--- src/rtl/rxq_pkg.sv ---
package rxq_pkg;
    localparam int RXQ_DEPTH  = 32;
    localparam int RXQ_DATA_W = 8;
endpackage

--- src/rtl/rxq_store.sv ---
module rxq_store #(
    parameter int DEPTH  = rxq_pkg::RXQ_DEPTH,
    parameter int DATA_W = rxq_pkg::RXQ_DATA_W,
    localparam int AW    = $clog2(DEPTH)
) (
    input  logic              clk_i,
    input  logic              we_i,
    input  logic [AW-1:0]     waddr_i,
    input  logic [DATA_W-1:0] wdata_i,
    input  logic [AW-1:0]     raddr_i,
    output logic [DATA_W-1:0] rdata_o
);
    logic [DATA_W-1:0] mem_q [DEPTH];

    always_ff @(posedge clk_i) begin
        if (we_i) begin
            mem_q[waddr_i] <= wdata_i;
        end
    end

    assign rdata_o = mem_q[raddr_i];
endmodule

--- src/rtl/rxq_ctrl.sv ---
module rxq_ctrl #(
    parameter int DEPTH = rxq_pkg::RXQ_DEPTH,
    localparam int AW   = $clog2(DEPTH),
    localparam int TW   = AW - 1
) (
    input  logic          clk_i,
    input  logic          rst_i,
    input  logic          push_i,
    input  logic          rd_i,
    input  logic [TW-1:0] thr_i,
    output logic          wr_en_o,
    output logic [AW-1:0] wr_ptr_o,
    output logic [AW-1:0] rd_ptr_o,
    output logic [AW-1:0] cnt_o,
    output logic          full_o,
    output logic          empty_o,
    output logic          lvl_flag_o
);
    typedef struct packed {
        logic [AW-1:0] wr_ptr;
        logic [AW-1:0] rd_ptr;
        logic [AW-1:0] cnt;
        logic          full;
    } ctrl_t;

    ctrl_t st_d, st_q;
    logic  do_push, do_pop, empty_w;

    assign empty_w = (st_q.cnt == '0) && !st_q.full;
    assign do_push = push_i && !st_q.full;
    assign do_pop  = rd_i && !empty_w;

    always_comb begin
        st_d = st_q;
        if (do_push) begin
            st_d.wr_ptr = st_q.wr_ptr + 1'b1;
        end
        if (do_pop) begin
            st_d.rd_ptr = st_q.rd_ptr + 1'b1;
        end
        st_d.cnt = st_q.cnt + AW'(do_push) - AW'(do_pop);
        if (do_pop) begin
            st_d.full = 1'b0;
        end else if (do_push && (st_q.cnt == AW'(DEPTH - 1))) begin
            st_d.full = 1'b1;
        end
    end

    always_ff @(posedge clk_i) begin
        if (rst_i) begin
            st_q <= '0;
        end else begin
            st_q <= st_d;
        end
    end

    assign wr_en_o    = do_push;
    assign wr_ptr_o   = st_q.wr_ptr;
    assign rd_ptr_o   = st_q.rd_ptr;
    assign cnt_o      = st_q.cnt;
    assign full_o     = st_q.full;
    assign empty_o    = empty_w;
    assign lvl_flag_o = st_q.cnt > {thr_i, 1'b1};

    AST_RESET_EMPTY: assert property (@(posedge clk_i)
        rst_i |=> empty_o && !full_o && !lvl_flag_o);
    AST_FULL_EMPTY_EXCL: assert property (@(posedge clk_i) disable iff (rst_i)
        !(full_o && empty_o));
    AST_NO_OVERFLOW: assert property (@(posedge clk_i) disable iff (rst_i)
        full_o && push_i && !rd_i |=> full_o && $stable(wr_ptr_o));
    AST_EMPTY_READ: assert property (@(posedge clk_i) disable iff (rst_i)
        empty_o && rd_i && !push_i |=> empty_o && $stable(rd_ptr_o));
    AST_BALANCED: assert property (@(posedge clk_i) disable iff (rst_i)
        push_i && rd_i && !full_o && !empty_o |=> $stable(cnt_o) && !full_o);
    AST_DEFAULT_THR_OFF: assert property (@(posedge clk_i) disable iff (rst_i)
        (&thr_i) |-> !lvl_flag_o);
endmodule

--- src/rtl/rxq_snap_fifo.sv ---
module rxq_snap_fifo #(
    parameter int DEPTH  = rxq_pkg::RXQ_DEPTH,
    parameter int DATA_W = rxq_pkg::RXQ_DATA_W,
    localparam int AW    = $clog2(DEPTH),
    localparam int TW    = AW - 1,
    localparam int WW    = DATA_W + TW + 2
) (
    input  logic              clk_i,
    input  logic              rst_i,
    input  logic              push_i,
    input  logic [DATA_W-1:0] push_data_i,
    input  logic              rd_i,
    input  logic [TW-1:0]     thr_i,
    output logic [WW-1:0]     rd_word_o,
    output logic              full_o,
    output logic              empty_o,
    output logic              lvl_flag_o
);
    typedef struct packed {
        logic              full;
        logic              empty;
        logic [TW-1:0]     level;
        logic [DATA_W-1:0] data;
    } word_t;

    word_t             word_d, word_q;
    logic              wr_en;
    logic [AW-1:0]     wr_ptr, rd_ptr, cnt;
    logic [DATA_W-1:0] head_byte;
    logic              full_w, empty_w;

    rxq_ctrl #(.DEPTH(DEPTH)) u_ctrl (
        .clk_i      (clk_i),
        .rst_i      (rst_i),
        .push_i     (push_i),
        .rd_i       (rd_i),
        .thr_i      (thr_i),
        .wr_en_o    (wr_en),
        .wr_ptr_o   (wr_ptr),
        .rd_ptr_o   (rd_ptr),
        .cnt_o      (cnt),
        .full_o     (full_w),
        .empty_o    (empty_w),
        .lvl_flag_o (lvl_flag_o)
    );

    rxq_store #(.DEPTH(DEPTH), .DATA_W(DATA_W)) u_store (
        .clk_i   (clk_i),
        .we_i    (wr_en),
        .waddr_i (wr_ptr),
        .wdata_i (push_data_i),
        .raddr_i (rd_ptr),
        .rdata_o (head_byte)
    );

    always_comb begin
        word_d = word_q;
        if (rd_i) begin
            word_d.full  = full_w;
            word_d.empty = empty_w;
            word_d.level = cnt[AW-1:1];
            word_d.data  = empty_w ? word_q.data : head_byte;
        end
    end

    always_ff @(posedge clk_i) begin
        if (rst_i) begin
            word_q <= '0;
        end else begin
            word_q <= word_d;
        end
    end

    assign rd_word_o = word_q;
    assign full_o    = full_w;
    assign empty_o   = empty_w;

    AST_WORD_HOLD: assert property (@(posedge clk_i) disable iff (rst_i)
        !rd_i |=> $stable(rd_word_o));
    AST_SNAP_EMPTY: assert property (@(posedge clk_i) disable iff (rst_i)
        rd_i && empty_o |=> rd_word_o[WW-2]);
endmodule

--- config.mk ---
export PLATFORM = sky130hd
export DESIGN_NAME = rxq_snap_fifo
export DESIGN_NICKNAME = d
export VERILOG_FILES = /design/src/rtl/rxq_pkg.sv /design/src/rtl/rxq_store.sv /design/src/rtl/rxq_ctrl.sv /design/src/rtl/rxq_snap_fifo.sv
export SDC_FILE = /design/constraint.sdc
export NUM_CORES = 1
export LEC_CHECK = 0
export BUFFER_PORTS_ARGS = -buffer_cell sky130_fd_sc_hd__buf_2
export CAP_MARGIN = 30
export CORE_ASPECT_RATIO = 1.2
export CORE_MARGIN = 5
export CORE_UTILIZATION = 55
export DETAILED_ROUTE_END_ITERATION = 8
export GPL_TIMING_DRIVEN = 0
export PLACE_DENSITY = 0.72
export SYNTH_ARGS = -nofsm -noshare
export SYNTH_HDL_FRONTEND = slang
export SYNTH_SLANG_ARGS = --single-unit
export TNS_END_PERCENT = 30
--- constraint.sdc ---
create_clock -name clk_i -period 3.75 [get_ports clk_i]
set_input_delay 0.75 -clock clk_i [delete_from_list [all_inputs] [get_ports clk_i]]
set_output_delay 0.75 -clock clk_i [all_outputs]
set_load 0.02 [all_outputs]
After elaboration in Yosys (flattened, before gate mapping)
Memory sizes are Yosys's and may differ from the RTL's. A register that Yosys moved wholly into a read port is not among the register bits.
Cells that the tools add are included.
{"block": "classes", "n_addsub": 4, "magnitude_cmp": 1, "n_eq_ne": 1, "mux": 2, "reduce_logical": 9, "n_bitwise": 1}
{"cell": "adder 5 x 1 -> 5 bit, second input constant", "count": 2}
{"cell": "adder 5 x 1 -> 5 bit", "count": 1}
{"cell": "== test 5 bit, second input constant", "count": 1}
{"cell": "greater-than comparator 5 bit", "count": 1}
{"cell": "logical NOT 5 bit", "count": 1}
{"cell": "subtractor 5 x 1 -> 5 bit", "count": 1}
{"cell": "logical AND 1 bit", "count": 4}
{"cell": "logical NOT 1 bit", "count": 2}
{"cell": "two-way mux 1 bit", "count": 2}
{"cell": "AND reduction 2 bit", "count": 1}
{"cell": "OR reduction 2 bit", "count": 1}
{"cell": "inverter 1 bit", "count": 1}
{"block": "word_totals", "word_cells": 26, "register_bits": 22, "mem_bits_rw": 256, "memories": 1}
{"memory": "u_store.mem_q", "words": 32, "word_bits": 8, "rd": 1, "rd_clocked_by_memory_dff": 1, "write_ports": 1, "line": "rxq_store.sv:13", "source": "logic [DATA_W-1:0] mem_q [DEPTH];"}

Longest topological paths before layout
{"block": "depth", "depth_word": 5, "mapped_depth": 13, "mapped_depth_nobuf": 13}

Modules after synthesis
Synthesis repeated with hierarchy kept, for this count alone.
{"block": "unflattened", "cells_unflattened": 572, "area_unflattened_um2": 11479.8}
{"mod": "rxq_store", "seq_area_each_um2": 7687.4, "cells_per_inst": 409, "area_each_um2": 9893.2, "instances": 1}
{"mod": "rxq_ctrl", "seq_area_each_um2": 320.3, "cells_per_inst": 109, "area_each_um2": 984.7, "instances": 1}
{"mod": "rxq_snap_fifo", "seq_area_each_um2": 280.3, "cells_per_inst": 54, "area_each_um2": 601.8, "instances": 1}

Least setup slack after synthesis
Ideal clock, no wire load.
{"block": "synth_path", "path_type": "reg2reg", "from": "reg u_ctrl.st_q (netlist bit u_ctrl.full_o)", "to": "reg u_ctrl.st_q (netlist bit u_ctrl.cnt_o[4])", "setup_time_ns": 0.071, "synth_period_minus_slack_ns": 2.976, "required_time_ns": 3.679, "setup_slack_ns": 0.774, "t_arrival_ns": 2.906, "stages_incl_launch_ff": 12, "n_path_buf": 0, "cell_sequence": "dfxtp_1 -> or4_1 -> o21ai_1 -> inv_1 -> ha_1 -> inv_1 -> ha_1 -> fa_1 -> a21oi_1 -> nor2_1 -> or3_1 -> a21oi_1"}
{"block": "synth_between", "elab_chain_cells": 5, "elab_cells_between_ends": 7, "classes_between": "add/sub: 2; reduce/logical: 5"}
{"element": "start: declaration", "line": "rxq_ctrl.sv:26", "source": "ctrl_t st_d, st_q;"}
{"element": "start signal: assignment", "line": "rxq_ctrl.sv:53", "source": "st_q <= st_d;"}
{"element": "logical NOT 1 bit", "line": "rxq_ctrl.sv:29", "source": "assign empty_w = (st_q.cnt == '0) && !st_q.full;"}
{"element": "logical AND 1 bit", "line": "rxq_ctrl.sv:29"}
{"element": "logical NOT 1 bit", "line": "rxq_ctrl.sv:31", "source": "assign do_pop = rd_i && !empty_w;"}
{"element": "logical AND 1 bit", "line": "rxq_ctrl.sv:31"}
{"element": "named net u_ctrl.do_pop", "line": "rxq_ctrl.sv:27", "source": "logic do_push, do_pop, empty_w;"}
{"element": "subtractor 5 x 1 -> 5 bit", "line": "rxq_ctrl.sv:41", "source": "st_d.cnt = st_q.cnt + AW'(do_push) - AW'(do_pop);"}
The timed path passes the listed nets, and every way through them passes these cells.
A chain may end at the register's enable or synchronous reset.

Final worst setup path
Ends and elaborated chain as after synthesis.

==> metrics.txt <==
status finished clean; # setup viols final 0; reg2reg start u_ctrl.full_o; cell area after layout 0.0127 mm2; P&R area growth vs syn 11.4%; IO Count 33; clock latency on the worst-skew pair 0.53 ns; launch point of the worst hold path rd_word_o[3]; Final Skew 0.0144 ns; first-pass GRT wire length 35.5 mm; post-route setup TNS 0 ns; clock root buffer clkbuf_16; vias in the first global route 6030; LEAKAGE 4.15 nW; Total GRT Usage 20.1%; Starting Density 55.9%; DRT iter0 DRCs 482; library cells used by synthesis 49; Slew Limit Fails 0; Rows 57; Worst Setup Start Kind flop; GP Congestion 0.851; Worst Tran Pin Value 0.944 ns; Routed Wire Length 23.5 mm; crit-path max FO 6; Max VDD drop 436 uV; maximum number of pins on one net before global-route repair 33; drt drc 0; period utilisation layout 84.6%; H-tree Lvls 1; CTS sink count 286; Mapped Cells 620; Slew HR 36.8%; Die ar. 0.0237 mm2; worst hold path type reg -> reg; hold_buf cts 0; #FFs+latches synth 286; Die X 141 um; Clock Path Buffers 3; Post-synth EDFFs 256; Core Footprint 0.0203 mm2; diode count 0; count leader, synth edfxtp_1; HPWL Detailed 15.9 mm; Placed Area 0.0119 mm2; minimum clock period 3.17 ns; wire per inst 24.4 um; Via Count 5849; CTS resizes 0; f_max 0.315 GHz; antenna viol nets, final 0; crit path kind reg -> reg; synth top area cells edfxtp_1 (68%), mux4_2 (8.5%), dfxtp_1 (5.3%), mux2i_1 (3.5%), nor2_1 (1.8%); share of the synthesized area in the top cell type 67.6%; share of cells above drive strength 1 19.0%; TritonRoute pass-1 iters 5; post-synth net total 653; power density over cell area 606 mW/mm2; Top FF cell, synth edfxtp_1; # Post-CTS Setup Buffers 0; clk slew on worst S/H paths 0.06 ns; largest area contributor in the netlist edfxtp_1; Crit. Startpoint u_ctrl.full_o; grt ovf 0; Synthesis Warnings 0; Inserted Clock Buffers 26; Max Cap Viol 0; Layout Utilization 62.3%; die height 167 um; fraction of registers with async set/reset 0%; Seq/Total Area, Yosys 72.9%; syn avg cell area 18.3 um2; unrepaired setup endpoints after global routing no; Req. time, crit path 4.20 ns; Fin. Hold Viols 0; PnR worst setup slack 0.577 ns; mapped cell area 0.0114 mm2; nets@finish 713; Setup WS pre-CTS 0.393 ns; vias per inst 6.06; top post-synthesis cells by count edfxtp_1 (256), nor2_1 (54), mux4_2 (43); TritonCTS clock tree yes; Port Buf Inserts 30; initial antenna violation count 0; Setup crit end kind flop; critical path arrival 3.62 ns
registers in the layout, summed over array words and instances (netlist names):
name and flops:
u_store.mem_q 256, rd_word_o 14, u_ctrl.cnt_o 5, u_ctrl.rd_ptr_o 5, u_ctrl.wr_ptr_o 5, u_ctrl.full_o 1
critical path: stages, from the launching register on:
cell     delay, ns
dfxtp_1       0.35
or4_1         0.63
o21ai_1       0.26
inv_1         0.19
ha_1          0.31
inv_1         0.04
ha_1          0.20
fa_1          0.44
a21oi_1       0.15
nor2_1        0.06
or3_1         0.34
a21oi_1       0.13
per-layer routing:
metal | vias up | routed length [um] | share of wire, % | track usage [%]
met1 | 3009 | 9290 | 39 | 26.0
met5 | - | 0 | 0 | 0
li1 | 2607 | - | - | -
met2 | 196 | 12100 | 51 | 34.6
met4 | 0 | 828 | 3.5 | 7.25
met3 | 37 | 1330 | 5.7 | 3.05
power breakdown:
| part | internal [mW] | switching, mW |
|---|---|---|
| sequential | 3.55 | 0.0723 |
| combinational | 0.729 | 0.849 |
| clock | 1.39 | 1.08 |
| total | 5.67 | 2.00 |
cell usage in the layout (no fill, tap or decap), types with 3 or more instances in the layout:
cell        count
clkinv_1        6
nand3b_1        3
a22o_1          7
nand2_1        14
buf_4           3
edfxtp_1      256
ha_1           16
a21oi_1         6
xor2_1          5
a22oi_1         7
xnor2_1         6
a31oi_1         3
a21o_1          3
nor3_1          3
mux4_1          5
buf_2          41
nand4_1         9
o22ai_1         7
buf_6           3
o22a_1          8
a32o_1          8
nor2b_1         5
inv_1          16
clkbuf_1       19
clkinvlp_4      4
nand3_1         5
clkbuf_16      27
nor2_1         54
clkinv_2        3
buf_1           3
dfxtp_1        30
mux2i_1        40
a2111o_1        7
mux4_2         43
cell type report:
class                           count  area, um2
Buffer                             32        181
Clock buffer                       33        698
Clock inverter                     15        106
Fill cell                        1428       7660
Inverter                           16       60.1
Multi-Input combinational cell    286       2840
Sequential cell                   286       8290
Tap cell                          265        332
Timing Repair Buffer               32        160
cells by family (layout without fill, tap and decap cells):
group | Yosys count | count (layout) | share of synthesized area [%]
XOR/XNOR | 11 | 11 | 0.848
AND/OR/NAND/NOR | 105 | 105 | 4.29
buffers and inverters | 48 | 128 | 2.12
AO/OA/AOI/OAI | 63 | 63 | 4.49
flip-flops | 286 | 286 | 72.9
adder cells (fa/ha/maj) | 17 | 17 | 1.94
multiplexers | 90 | 90 | 13.4
path summary, 6_finish.rpt:
kind / end / slack (ns) / cells after the start
max: u_ctrl.cnt_o[4] / 0.58 / 11
min: rd_word_o[3] / 0.49 / 1
max reg2reg: u_ctrl.cnt_o[4] / 0.58 / 11
min reg2reg: rd_word_o[3] / 0.49 / 1
metrics by stage:
stage	cells	total power, mW	hold WS, ns
after CTS	965	7.72	0.485
after floorplan	620	4.83	0.544
after global placement	915	5.24	0.470
after global routing	965	8.01	0.511
final	965	7.67	0.487
after detailed placement	917	5.28	0.471
(Power assumes the default switching activity.)
